$ cat config.mk
export PLATFORM = sky130hd
export DESIGN_NAME = lsu_lane_unit
export DESIGN_NICKNAME = d
export VERILOG_FILES = /design/src/rtl/lsu_lane_pkg.sv /design/src/rtl/lsu_agen.sv /design/src/rtl/lsu_lane_merge.sv /design/src/rtl/lsu_strobe.sv /design/src/rtl/lsu_lane_unit.sv
export SDC_FILE = /design/constraint.sdc
export NUM_CORES = 1
export LEC_CHECK = 0
export ABC_AREA = 1
export BUFFER_PORTS_ARGS = -buffer_cell sky130_fd_sc_hd__buf_2
export CAP_MARGIN = 25
export CORE_ASPECT_RATIO = 1.75
export CORE_UTILIZATION = 35
export DETAILED_ROUTE_END_ITERATION = 8
export SYNTH_ARGS = -nofsm -noshare
export SYNTH_HDL_FRONTEND = slang
export SYNTH_SLANG_ARGS = --single-unit
$ cat constraint.sdc
create_clock -name vclk -period 4.5
set_input_delay 0.225 -clock vclk [all_inputs]
set_output_delay 0.225 -clock vclk [all_outputs]
set_load 0.02 [all_outputs]
$ cat src/rtl/lsu_lane_pkg.sv
package lsu_lane_pkg;

  localparam int LANES  = 4;
  localparam int LANE_W = 8;
  localparam int WORD_W = LANES * LANE_W;
  localparam int OFS_W  = $clog2(LANES);

  typedef enum logic [1:0] {
    OP_LDW = 2'b00,
    OP_STW = 2'b01,
    OP_LDL = 2'b10,
    OP_LDR = 2'b11
  } mem_op_e;

  // Data lane that carries in-word byte k in the selected order.
  function automatic logic [OFS_W-1:0] lane_of(input logic [OFS_W-1:0] k,
                                               input logic be_mode);
    return be_mode ? ~k : k;
  endfunction

  function automatic logic [LANE_W-1:0] fetch_byte(input logic [WORD_W-1:0] word,
                                                   input logic [OFS_W-1:0] k,
                                                   input logic be_mode);
    logic [OFS_W-1:0] ln;
    ln = lane_of(k, be_mode);
    return word[LANE_W*ln +: LANE_W];
  endfunction

  function automatic logic is_word_op(input mem_op_e op);
    return (op == OP_LDW) || (op == OP_STW);
  endfunction

  // One register byte of a partial load: either a fetched byte or the old byte.
  function automatic logic [LANE_W-1:0] merge_byte(input mem_op_e op,
                                                   input logic [OFS_W-1:0] ofs,
                                                   input logic [OFS_W-1:0] pos,
                                                   input logic be_mode,
                                                   input logic [WORD_W-1:0] rdata,
                                                   input logic [LANE_W-1:0] old_b);
    logic [OFS_W:0]   sum;
    logic             take;
    logic [OFS_W-1:0] src;
    sum  = {1'b0, pos} + {1'b0, ofs};
    take = 1'b0;
    src  = '0;
    if (op == OP_LDL) begin
      take = (sum >= (OFS_W+1)'(LANES-1));
      src  = OFS_W'(sum - (OFS_W+1)'(LANES-1));
    end else if (op == OP_LDR) begin
      take = (sum <= (OFS_W+1)'(LANES-1));
      src  = OFS_W'(sum);
    end
    return take ? fetch_byte(rdata, src, be_mode) : old_b;
  endfunction

endpackage

$ cat src/rtl/lsu_agen.sv
module lsu_agen
  import lsu_lane_pkg::*;
#(
  parameter int ADDR_W = 32,
  parameter int OFF_W  = 16
) (
  input  logic              req_valid,
  input  mem_op_e           op,
  input  logic [ADDR_W-1:0] base_val,
  input  logic [OFF_W-1:0]  offset,
  output logic [ADDR_W-1:0] word_addr,
  output logic [OFS_W-1:0]  byte_ofs,
  output logic              misalign
);

  localparam int EXT_W = ADDR_W - OFF_W;

  logic [ADDR_W-1:0] eff_addr;

  assign eff_addr  = base_val + {{EXT_W{offset[OFF_W-1]}}, offset};
  assign byte_ofs  = eff_addr[OFS_W-1:0];
  assign word_addr = {eff_addr[ADDR_W-1:OFS_W], {OFS_W{1'b0}}};
  assign misalign  = req_valid && is_word_op(op) && (byte_ofs != '0);

  always_comb begin
    AST_WORD_ADDR_ALIGNED: assert (word_addr[OFS_W-1:0] == '0) else $error("unaligned word address");
    if (misalign) begin
      AST_EXC_WORD_OPS_ONLY: assert (op == OP_LDW || op == OP_STW) else $error("exception on partial load");
    end
  end

endmodule

$ cat src/rtl/lsu_lane_merge.sv
module lsu_lane_merge
  import lsu_lane_pkg::*;
(
  input  mem_op_e           op,
  input  logic [OFS_W-1:0]  byte_ofs,
  input  logic              big_endian,
  input  logic [WORD_W-1:0] mem_rdata,
  input  logic [WORD_W-1:0] old_reg,
  output logic [WORD_W-1:0] merged
);

  for (genvar P = 0; P < LANES; P++) begin : g_pos
    assign merged[LANE_W*P +: LANE_W] =
      merge_byte(op, byte_ofs, OFS_W'(P), big_endian, mem_rdata, old_reg[LANE_W*P +: LANE_W]);
  end

  always_comb begin
    if (op == OP_LDL && byte_ofs == '0) begin
      AST_LDL_SINGLE_TOP: assert (merged[WORD_W-LANE_W-1:0] == old_reg[WORD_W-LANE_W-1:0]) else $error("load-left touched low bytes");
    end
    if (op == OP_LDR && byte_ofs == OFS_W'(LANES-1)) begin
      AST_LDR_SINGLE_LOW: assert (merged[WORD_W-1:LANE_W] == old_reg[WORD_W-1:LANE_W]) else $error("load-right touched high bytes");
    end
  end

endmodule

$ cat src/rtl/lsu_strobe.sv
module lsu_strobe
  import lsu_lane_pkg::*;
(
  input  logic             req_valid,
  input  mem_op_e          op,
  input  logic             misalign,
  output logic [LANES-1:0] byte_en,
  output logic             rf_we
);

  logic store_ok;

  assign store_ok = req_valid && (op == OP_STW) && !misalign;
  assign byte_en  = {LANES{store_ok}};
  assign rf_we    = req_valid && (op != OP_STW) && !misalign;

  always_comb begin
    if (req_valid && op != OP_STW) begin
      AST_LOAD_NO_STROBE: assert (byte_en == '0) else $error("strobe on load");
    end
  end

endmodule

$ cat src/rtl/lsu_lane_unit.sv
module lsu_lane_unit
  import lsu_lane_pkg::*;
#(
  parameter int ADDR_W = 32,
  parameter int OFF_W  = 16
) (
  input  logic              req_valid,
  input  logic [1:0]        op,
  input  logic              big_endian,
  input  logic [ADDR_W-1:0] base_val,
  input  logic [OFF_W-1:0]  offset,
  input  logic [WORD_W-1:0] store_data,
  input  logic [WORD_W-1:0] old_reg,
  input  logic [WORD_W-1:0] mem_rdata,
  output logic [ADDR_W-1:0] mem_addr,
  output logic [LANES-1:0]  mem_be,
  output logic [WORD_W-1:0] mem_wdata,
  output logic [WORD_W-1:0] reg_result,
  output logic              reg_we,
  output logic              align_exc
);

  mem_op_e           op_e;
  logic [OFS_W-1:0]  byte_ofs;
  logic              misalign;
  logic [WORD_W-1:0] merged;

  assign op_e = mem_op_e'(op);

  lsu_agen #(.ADDR_W(ADDR_W), .OFF_W(OFF_W)) i_agen (
    .req_valid (req_valid),
    .op        (op_e),
    .base_val  (base_val),
    .offset    (offset),
    .word_addr (mem_addr),
    .byte_ofs  (byte_ofs),
    .misalign  (misalign)
  );

  lsu_lane_merge i_merge (
    .op         (op_e),
    .byte_ofs   (byte_ofs),
    .big_endian (big_endian),
    .mem_rdata  (mem_rdata),
    .old_reg    (old_reg),
    .merged     (merged)
  );

  lsu_strobe i_strobe (
    .req_valid (req_valid),
    .op        (op_e),
    .misalign  (misalign),
    .byte_en   (mem_be),
    .rf_we     (reg_we)
  );

  assign align_exc = misalign;
  assign mem_wdata = store_data;

  always_comb begin
    if (misalign)                reg_result = old_reg;
    else if (op_e == OP_LDW)     reg_result = mem_rdata;
    else if (op_e == OP_STW)     reg_result = old_reg;
    else                         reg_result = merged;
  end

  always_comb begin
    if (align_exc) begin
      AST_EXC_BLOCKS_WRITES: assert (mem_be == '0 && !reg_we && reg_result == old_reg) else $error("write on exception");
    end
    if (req_valid && op_e == OP_STW && !align_exc) begin
      AST_STORE_ALL_LANES: assert (mem_be == {LANES{1'b1}}) else $error("partial store strobe");
    end
    if (req_valid && (op_e == OP_LDL || op_e == OP_LDR)) begin
      AST_PARTIAL_WRITES_REG: assert (reg_we && !align_exc) else $error("partial load not committed");
    end
  end

endmodule

=== After elaboration in Yosys (flattened, before gate mapping) ===
Index checks and enable logic that the tools add are counted.
Widths: inputs -> output; s select.

* Bits in registers: 0
* Latch bits: 0
* Bits in writable memories: 0
* Memory bits (read-only): 0
* Input bits: 148
* Output and inout bits: 102
* Word-level logic and storage cells: 65
* Memories kept: 0

* Add/subtract/negate cells: 8
* Multiply operators: 0
* Div/mod/pow operators: 0
* $lt $le $gt $ge: 8
* Equality and inequality tests: 4
* Shifts and indexed selects: 4
* Multiplexer cells: 27
* Bitwise gates (word level): 4
* Reduce and logical (&&, ||, !) cells: 10

{| class="wikitable"
|+ Operators by type and width
! kind !! count
|-
| $shiftx 32x6->8 || 4
|-
| $mux 32 || 3
|-
| $add 32x32->32 || 1
|-
| $mux 8 || 4
|-
| $mux 2 || 12
|-
| $ge 3x2->1 const B || 3
|-
| $le 3x2->1 const B || 3
|-
| $mux 1 || 8
|-
| $not 2->2 || 4
|-
| $sub 2x2->2 const B || 4
|-
| $add 2x2->3 const A || 2
|-
| $logic_and 1x1->1 || 6
|-
| $eq 2x2->1 const B || 2
|-
| $add 1x2->3 const A || 1
|-
| $eq 2x1->1 const B || 1
|-
| $ge 2x2->1 const B || 1
|-
| $le 2x2->1 const B || 1
|-
| $logic_not 2->1 || 1
|-
| $ne 2x1->1 const B || 1
|-
| $reduce_bool 2->1 || 1
|-
| $logic_not 1->1 || 1
|-
| $logic_or 1x1->1 || 1
|}

=== Longest topological paths before layout ===
Gate-level depths: netlist of run 1.

* Depth in word-level cells: 11
* Gate-level depth with buffers: 13
* Gate-level depth less buffers: 13

=== Cells and area by module ===
From an unflattened synthesis of run 1, not the netlist that was laid out.

* Cell total of the unflattened synthesis: 1,096
* Area, all modules: 5,227.5 µm²

{| class="wikitable"
|+ Modules (own cells, without submodules)
! module !! instances !! cells each !! area an instance (µm²) !! seq. area each (µm²)
|-
| lsu_agen || 1 || 499 || 2,412.3 || 0.0
|-
| lsu_lane_merge || 1 || 344 || 1,706.6 || 0.0
|-
| lsu_lane_unit || 1 || 241 || 1,048.5 || 0.0
|-
| lsu_strobe || 1 || 12 || 60.1 || 0.0
|}

=== Worst setup path before layout of run 1 ===
No wires, ideal clock.

* Path type: in2out
* From: input port offset[0]
* To: output port reg_result[29]
* Arrival time: 2,321 ps
* Data required time: 4,275 ps
* Path slack: 1,954 ps
* Cell stages on the path: 9
* Buffers on the path: 0
* Path through: ha_1 > fa_1 > ha_1 > o21ai_4 > xor2_2 > nand2_1 > nand2_1 > nor2_1 > o21ai_1

* Cells in the longest elaborated chain, start to end: 11
* Elaborated cells on any way between the ends: 18
* Those cells by class: 3 x add/sub; 2 x order compare; 1 x shift; 9 x mux; 1 x bitwise; 2 x reduce/logical

{| class="wikitable"
|+ Ends and longest elaborated chain
! element !! RTL line !! text
|-
| start, declared || lsu_lane_unit.sv:11 || <nowiki>input logic [OFF_W-1:0] offset,</nowiki>
|-
| $add 32x32->32 * || lsu_agen.sv:20 || <nowiki>assign eff_addr = base_val + {{EXT_W{offset[OFF_W-1]}}, offset};</nowiki>
|-
| $add 2x2->3 || lsu_lane_pkg.sv:43 || <nowiki>sum = {1'b0, pos} + {1'b0, ofs};</nowiki>
|-
| $sub 2x2->2 or $mux 2 (tied branches) || lsu_lane_pkg.sv:48, lsu_lane_pkg.sv:49 ||
|-
| $mux 2 || lsu_lane_pkg.sv:46 || <nowiki>if (op == OP_LDL) begin</nowiki>
|-
| $not 2->2 || lsu_lane_pkg.sv:18 || <nowiki>return be_mode ? ~k : k;</nowiki>
|-
| $mux 2 || lsu_lane_pkg.sv:18 ||
|-
| $shiftx 32x6->8 || lsu_lane_pkg.sv:26 || <nowiki>return word[LANE_W*ln +: LANE_W];</nowiki>
|-
| $mux 8 || lsu_lane_pkg.sv:53 || <nowiki>return take ? fetch_byte(rdata, src, be_mode) : old_b;</nowiki>
|-
| $mux 32 || lsu_lane_unit.sv:63 || <nowiki>else if (op_e == OP_STW) reg_result = old_reg;</nowiki>
|-
| $mux 32 || lsu_lane_unit.sv:62 || <nowiki>else if (op_e == OP_LDW) reg_result = mem_rdata;</nowiki>
|-
| $mux 32 * || lsu_lane_unit.sv:61 || <nowiki>if (misalign) reg_result = old_reg;</nowiki>
|-
| end, declared || lsu_lane_unit.sv:18 || <nowiki>output logic [WORD_W-1:0] reg_result,</nowiki>
|}

Mark *: on every way between the ends. The rest lies on a longest branch, timed or not.

=== Worst setup path after layout of run 1 ===
* From: input port offset[0]
* To: output port reg_result[30]

Same word-level chain as after synthesis.

==> flow_summary.ini, run 1 <==
[synthesis]
yosys-top-cells-area = nand2_1 18%, nand3_1 17%, a21oi_1 9.4%
netlist.area_leader.share = 0.181
yosysSeqAreaShare = 0
synth.largest_area_cell = nand2_1
yosysMostFrequentCell = nand2_1
ys_types = 37
avgSynthCellArea_um2 = 5.20
synth_common_cells = 226 x nand2_1, 157 x nand3_1, 104 x inv_1
ys_warn_count = 0
syn-instance-count = 904
syn_area_mm2 = 0.00470

[pwr]
switching_share = 0.663
cellInternalPower_uw = 333
seq_power_share = 0
p_switching_uw = 654
ir_drop_uv = 79.1
p_leak_nw = 3.08
power_uw = 988
powerDensity_mw_per_mm2 = 182
p_clk_frac = 0
comb_power_share = 1.000

[global_route]
grt_first_pass_wirelength_um = 26700
gr-total-overflow = 0
antenna_found_initial = 1
grt_max_degree = 45
grtUsageTotal = 0.242
grt_pass1_vias = 5812

[layout]
fillers = 1526
n_sequential_cell = 0
fin_nets = 1215
antenna_cells = 0
clkbuf_count = 0
fin_area_mm2 = 0.00544
drive_above_1_share = 0.222
area_growth_pct = 15.8
ff_latch_area_um2 = 0
layoutNonFillerInstCount = 1202
post-route-util = 0.418
multi_input_area_mm2 = 0.00388

[sta]
setup-tns-final_ns = 0
whs_ns = 0.450
setup_violations = 0
finalCritPeriodShare = 0.636
fin_ws_ns = 1.64
final-max-slew-violation-count = 0
slew_headroom = 0.490
min_period_ns = 2.86
worst_pin_slew_ns = 0.764
rsz0062_at_grt = no
hold_viol_final = 0
clock.fmax_mhz = 349

[worst_hold_path]
hp-start = store_data[2]
whs_path_depth = 0
hold_end = mem_wdata[2]
hold_class = input port to output pin

[drt]
drtIter0Drc = 227
vias = 6163
wirelength_um = 17500
postRouteAntennaNets = 0
drc = 0
vias_per_cell = 5.13
wl_per_cell_um = 14.6
first_pass_iters = 5

[floorplanning]
coreArea_mm2 = 0.0130
boundaryPins = 250
rows = 55
die-width_um = 89.6
chipHeight_um = 155
die_area_mm2 = 0.0139
start_util = 0.361

[place]
io_buffer_count = 184
placed_cell_area_mm2 = 0.00544
dp.cells = 1202
hpwl_um = 15100
post-place-ws_ns = 1.63
place.gp.congestion = 0.954

[critical_path]
crit_fanout = 7
critPathKind = input port to output pin
crit_path_end_kind = output pin
worstPathRequired_ns = 4.28
cp.arrival_ns = 2.64
cp-start-kind = input port

[status]
outcome = complete, no violations

[run]
cap_violations = 0

[clock_network]
cts_hold_buf = 0
cts_setup_buffers = 0
cts_resized = 0
[worst max path at each step]
stage	startpoint	end	slack [ns]	cells after the start
finish	offset[0]	reg_result[30]	1.64	11
global route	offset[0]	reg_result[25]	1.44	13
CTS	offset[0]	reg_result[30]	1.63	11
detailed placement	offset[0]	reg_result[30]	1.63	11
floorplan	offset[0]	reg_result[29]	1.95	9
global placement	offset[0]	reg_result[30]	1.61	10
[layout make-up]
type / count / share of cell area
repair buffers: 187 / 0.173
well taps: 171 / 0.0393
multi-input cells: 737 / 0.713
inverters: 107 / 0.0738
[cells by family after synthesis]
logic type / Yosys count / share of synthesized area
buffers and inverters: 168 / 0.176
AND/OR/NAND/NOR: 526 / 0.502
other: 1 / 0.000798
AO/OA/AOI/OAI: 154 / 0.185
XOR/XNOR: 21 / 0.0448
adder cells (fa/ha/maj): 34 / 0.0922
[power groups by stage]
stage	Sequential [mW]	Clock [mW]	Combinational, mW
6_report	0	0	0.988
5_1_grt	0	0	1.09
4_1_cts	0	0	0.989
3_5_place_dp	0	0	0.985
3_3_place_gp	0	0	0.985
2_1_floorplan	0	0	0.735
[worst max-delay path: stages]
cell and delay [ns]:
buf_2 0.10, ha_1 0.24, fa_1 0.63, ha_1 0.32, o21ai_4 0.25, xor2_2 0.37
nand3_1 0.12, nand3_1 0.11, nand2_1 0.06, nand2_1 0.05, buf_2 0.16
[routing by layer]
metal	share of wire	up-vias	track usage
met5	0	-	0
met4	0.052	0	0.112
met3	0.046	62	0.0180
met2	0.55	228	0.498
met1	0.35	2672	0.225
li1	-	3201	-
[cell usage in the layout, fill, tap and decap left out, types with 5 or more instances in the layout]
| cell | n |
|---|---|
| a21oi_1 | 88 |
| a21oi_2 | 9 |
| buf_2 | 184 |
| ha_1 | 33 |
| inv_1 | 104 |
| nand2_1 | 226 |
| nand2_2 | 9 |
| nand2_4 | 6 |
| nand3_1 | 157 |
| nand3_2 | 5 |
| nand4_1 | 6 |
| nor2_1 | 100 |
| nor3_1 | 5 |
| o21ai_0 | 32 |
| o21bai_1 | 7 |
| o31ai_1 | 8 |
| xor2_1 | 15 |
Power figures use the tool's default switching activity.
==> run 2, diff against run 1 <==
==> constraint.sdc (replaced) <==
create_clock -name vclk -period 2.7
set_input_delay 0.135 -clock vclk [all_inputs]
set_output_delay 0.135 -clock vclk [all_outputs]
set_load 0.02 [all_outputs]
==> run 2 against run 1 <==
Compared with the run above:
- worst setup slack worse by 1.6 ns
- worst hold slack worse by 0.18 ns
- cell area grew 2.8%
- flip-flop and latch count stayed put
- clock-buffer cell count unchanged
- highest routed layer unchanged
==> flow_summary.ini, run 2 (same netlist as run 1, synthesis figures left out) <==
[global_route]
grt_pass1_vias = 5837
grtUsageTotal = 0.244
gr-total-overflow = 0
antenna_found_initial = 1
grt_max_degree = 28
grt_first_pass_wirelength_um = 26800

[drt]
postRouteAntennaNets = 0
first_pass_iters = 4
vias = 6222
vias_per_cell = 5.13
drtIter0Drc = 255
drc = 0
wl_per_cell_um = 14.8
wirelength_um = 17900

[floorplanning]
boundaryPins = 250
start_util = 0.361
chipHeight_um = 155
rows = 55
coreArea_mm2 = 0.0130
die-width_um = 89.6
die_area_mm2 = 0.0139

[layout]
drive_above_1_share = 0.233
clkbuf_count = 0
n_sequential_cell = 0
final_common_cell = nand2_1
fin_nets = 1226
layout_common_cells = 224 x nand2_1, 182 x buf_2, 157 x nand3_1
fillers = 1546
area_growth_pct = 19.1
ff_latch_area_um2 = 0
multi_input_area_mm2 = 0.00393

[critical_path]
path_buf_inv = 3
crit_path_end_kind = output pin
cp-start-kind = input port
worstPathRequired_ns = 2.57
crit_fanout = 5
path_cells = buf_2 > ha_1 > fa_2 > ha_1 > o21ai_4 > buf_12 > xor2_4 > nand3_1 > nand3_1 > nand2_1 > nand2_1 > buf_2
cp.arrival_ns = 2.50
path_depth = 12
critPathMaxStageDelay_ns = 0.61
critPathKind = input port to output pin
crit_end = reg_result[25]
cp-startpoint = offset[0]
cpMaxStageDelayCell = fa_2
critical-path-top-delay-family = adder cells

[sta]
slew_headroom = 0.444
finalCritPeriodShare = 0.977
setup_violations = 0
worst_pin_slew_ns = 0.834
fin_ws_ns = 0.0625
rsz0062_at_grt = yes
setup-tns-final_ns = 0
min_period_ns = 2.64
hold_viol_final = 0
final-max-slew-violation-count = 0
clock.fmax_mhz = 379

[pwr]
ir_drop_uv = 142
powerDensity_mw_per_mm2 = 305
p_leak_nw = 3.14

[status]
outcome = complete, no violations

[run]
cap_violations = 0

[place]
hpwl_um = 15400
post-place-ws_ns = 0.0453
io_buffer_count = 184
place.gp.congestion = 0.963

[worst_hold_path]
hold_class = input port to output pin
[run 2: changes by cell type in the layout (fill, tap and decap cells not counted), sizes merged]
cell / change
buf: +10
xor2: +1
diode: +1
[run 2: timing repair]
| action | in CTS | in global routing |
|---|---|---|
| gates resized for setup | 0 | 7 |
| hold endpoints to repair | 0 | 0 |
| endpoints found under the setup margin | 0 | 28 |
| setup buffers | 0 | 2 |
| hold buffers | 0 | 0 |
[run 2: worst min path at each step]
| stage | startpoint | endpoint | slack [ns] | cells after the start |
|---|---|---|---|---|
| 5_1_grt | store_data[0] | mem_wdata[0] | 0.27 | 0 |
| 2_1_floorplan | store_data[0] | mem_wdata[0] | 0.38 | 1 |
| 3_3_place_gp | store_data[11] | mem_wdata[11] | 0.27 | 0 |
| 4_1_cts | store_data[11] | mem_wdata[11] | 0.27 | 0 |
| 3_5_place_dp | store_data[11] | mem_wdata[11] | 0.27 | 0 |
| 6_report | store_data[2] | mem_wdata[2] | 0.27 | 0 |
[run 2: per-stage QoR]
| stage | util | area, µm² | total power [mW] | cells | hold slack (ns) |
|---|---|---|---|---|---|
| floorplan | - | 4700 | 1.23 | 905 | 0.383 |
| global placement | 0.424 | 5510 | 1.66 | 1210 | 0.270 |
| detailed placement | 0.424 | 5510 | 1.67 | 1210 | 0.270 |
| CTS | 0.424 | 5510 | 1.67 | 1210 | 0.270 |
| global route | 0.430 | 5590 | 1.88 | 1213 | 0.270 |
| finish | 0.430 | 5590 | 1.71 | 1214 | 0.270 |
[run 2: area by class of cell]
cell class         instances  share of cell area
well taps                171              0.0382
multi-input cells        738               0.702
inverters                107              0.0718
repair buffers           197               0.187
diodes                     1            0.000447
[run 2: report_power, final]
group | switching, mW | internal [mW] | leakage, nW
clock | 0 | 0.0000000495 | 0.00000634
sequential | 0 | 0 | 0
combinational | 1.11 | 0.592 | 3.14
total | 1.11 | 0.592 | 3.14
[run 2: routing by layer]
layer / vias up / global-route usage / wire [µm]
met5: - / 0 / 0
met4: 0 / 0.118 / 981
met3: 63 / 0.0180 / 746
met2: 214 / 0.510 / 10000
met1: 2717 / 0.218 / 6160
li1: 3228 / - / -
==> run 3, diff against run 2 <==
--- a/config.mk
+++ b/config.mk
@@ -13,4 +13,5 @@
 export DETAILED_ROUTE_END_ITERATION = 8
 export SYNTH_ARGS = -nofsm -noshare
 export SYNTH_HDL_FRONTEND = slang
+export SYNTH_HIERARCHICAL = 1
 export SYNTH_SLANG_ARGS = --single-unit
==> run 3 against run 2 <==
Compared with the run above:
- worst setup slack better by 0.024 ns
- critical endpoint is now reg_result[13]
- largest cell class unchanged
- non-clock buffer count rose by 7
- maximum frequency up 0.90%
- critical path depth up 7
- total power up 14%
- synthesized area up 11%
==> flow_summary.ini, run 3 <==
[critical_path]
crit_fanout = 8
crit_path_end_kind = output pin
worstPathRequired_ns = 2.57
cp-start-kind = input port
critPathKind = input port to output pin
cp.arrival_ns = 2.48

[drt]
drtIter0Drc = 232
first_pass_iters = 5
drc = 0
vias_per_cell = 4.98
vias = 7071
wl_per_cell_um = 14.9
wirelength_um = 21200
postRouteAntennaNets = 0

[global_route]
grt_first_pass_wirelength_um = 32300
grt_max_degree = 33
gr-total-overflow = 0
globalRouteMet2Util = 0.545
grt_pass1_vias = 6631
antenna_found_initial = 2
met1_usage = 0.238
grtUsageTotal = 0.267
met3_usage = 0.0265
busiest_layer = met2

[synthesis]
avgSynthCellArea_um2 = 4.77
synth.largest_area_cell = nand2_1
yosys-top-cells-area = nand2_1 39%, nand3_1 15%, inv_1 10%
yosysSeqAreaShare = 0
synth_common_cells = 543 x nand2_1, 160 x nand3_1, 140 x inv_1
yosysMostFrequentCell = nand2_1
syn-instance-count = 1096
syn_area_mm2 = 0.00523
ys_types = 34
netlist.area_leader.share = 0.390
ys_warn_count = 6

[place]
place.gp.congestion = 1.09
io_buffer_count = 184
dp.cells = 1420
hpwl_um = 17900

[layout]
layout_common_cells = 520 x nand2_1, 163 x buf_2, 138 x inv_1
ff_latch_area_um2 = 0
n_sequential_cell = 0
clkbuf_count = 0
layoutNonFillerInstCount = 1421
final_common_cell = nand2_1
fin_nets = 1428
drive_above_1_share = 0.256
area_growth_pct = 25.7

[worst_hold_path]
hold_class = input port to output pin

[sta]
setup_violations = 0
setup-tns-final_ns = 0
final-max-slew-violation-count = 0
clock.fmax_mhz = 383
worst_pin_slew_ns = 0.769
hold_viol_final = 0
slew_headroom = 0.486
whs_ns = 0.270
finalCritPeriodShare = 0.968
min_period_ns = 2.61
rsz0062_at_grt = yes

[clock_network]
cts_setup_buffers = 0

[floorplanning]
chipHeight_um = 164
rows = 58
die-width_um = 94.4
start_util = 0.360
coreArea_mm2 = 0.0145
die_area_mm2 = 0.0154
boundaryPins = 250

[run]
cap_violations = 0

[pwr]
powerDensity_mw_per_mm2 = 296
ir_drop_uv = 128
p_leak_nw = 4.26
power_mw = 1.94

[status]
outcome = complete, no violations
-- run 3: power breakdown --
part | total, mW | switching, mW | internal, mW
logic | 1.94 | 1.26 | 0.684
registers | 0 | 0 | 0
clock network | 0.0000000495 | 0 | 0.0000000495
-- run 3: path summary, 6_finish.rpt --
kind                      startpoint              to  slack [ns]  depth (start not counted)
worst min-delay path  store_data[12]   mem_wdata[12]        0.27                          0
worst max-delay path       offset[0]  reg_result[13]        0.09                         19
-- run 3: kinds of logic (layout without fill, tap and decap cells) --
family / after synthesis / after routing / synth area share
other: 1 / 3 / 0.000717
AND/OR/NAND/NOR: 797 / 797 / 0.652
buffers and inverters: 210 / 353 / 0.190
adder cells (fa/ha/maj): 38 / 38 / 0.0924
AO/OA/AOI/OAI: 34 / 34 / 0.0376
XOR/XNOR: 16 / 16 / 0.0268
-- run 3: routing by layer --
| layer | wire (µm) | up-vias |
|---|---|---|
| met4 | 1370 | 2 |
| met1 | 6940 | 3063 |
| li1 | - | 3641 |
| met3 | 1130 | 92 |
| met2 | 11800 | 273 |
| met5 | 11 | - |
-- run 3: final cells by class --
class,instances,area (µm²)
tap,180,225
antenna,1,2.50
timing repair buffer,204,1170
multi-input combinational,887,4600
fill,1721,7950
inverter,149,572
-- run 3: through the flow --
| stage | instance area (µm²) | setup WS [ns] | utilization |
|---|---|---|---|
| 2_1_floorplan | 5230 | 0.131 | - |
| 3_3_place_gp | 6090 | -0.100 | 0.420 |
| 6_report | 6570 | 0.0860 | 0.453 |
| 3_5_place_dp | 6090 | -0.114 | 0.420 |
| 5_1_grt | 6570 | -0.0491 | 0.452 |
| 4_1_cts | 6150 | -0.00173 | 0.424 |
-- run 3: timing repair --
action | 4_1_cts | 5_1_grt
endpoints found under the setup margin | 31 | 32
pin swaps | 0 | 37
resized for setup | 13 | 105
hold buffers | 0 | 0
-- run 3: critical path: stages --
cell and delay (ns):
buf_6 0.10, ha_4 0.15, fa_1 0.54, inv_2 0.06
ha_4 0.29, nand2_1 0.11, nand2_4 0.09, nand2_4 0.07
nand2_4 0.09, nand2_4 0.07, nand2_8 0.14, nand3_2 0.08
nand3_2 0.09, nand2_1 0.05, nand2_1 0.06, nand2_1 0.05
nand2_1 0.06, nand2_2 0.09, buf_6 0.14
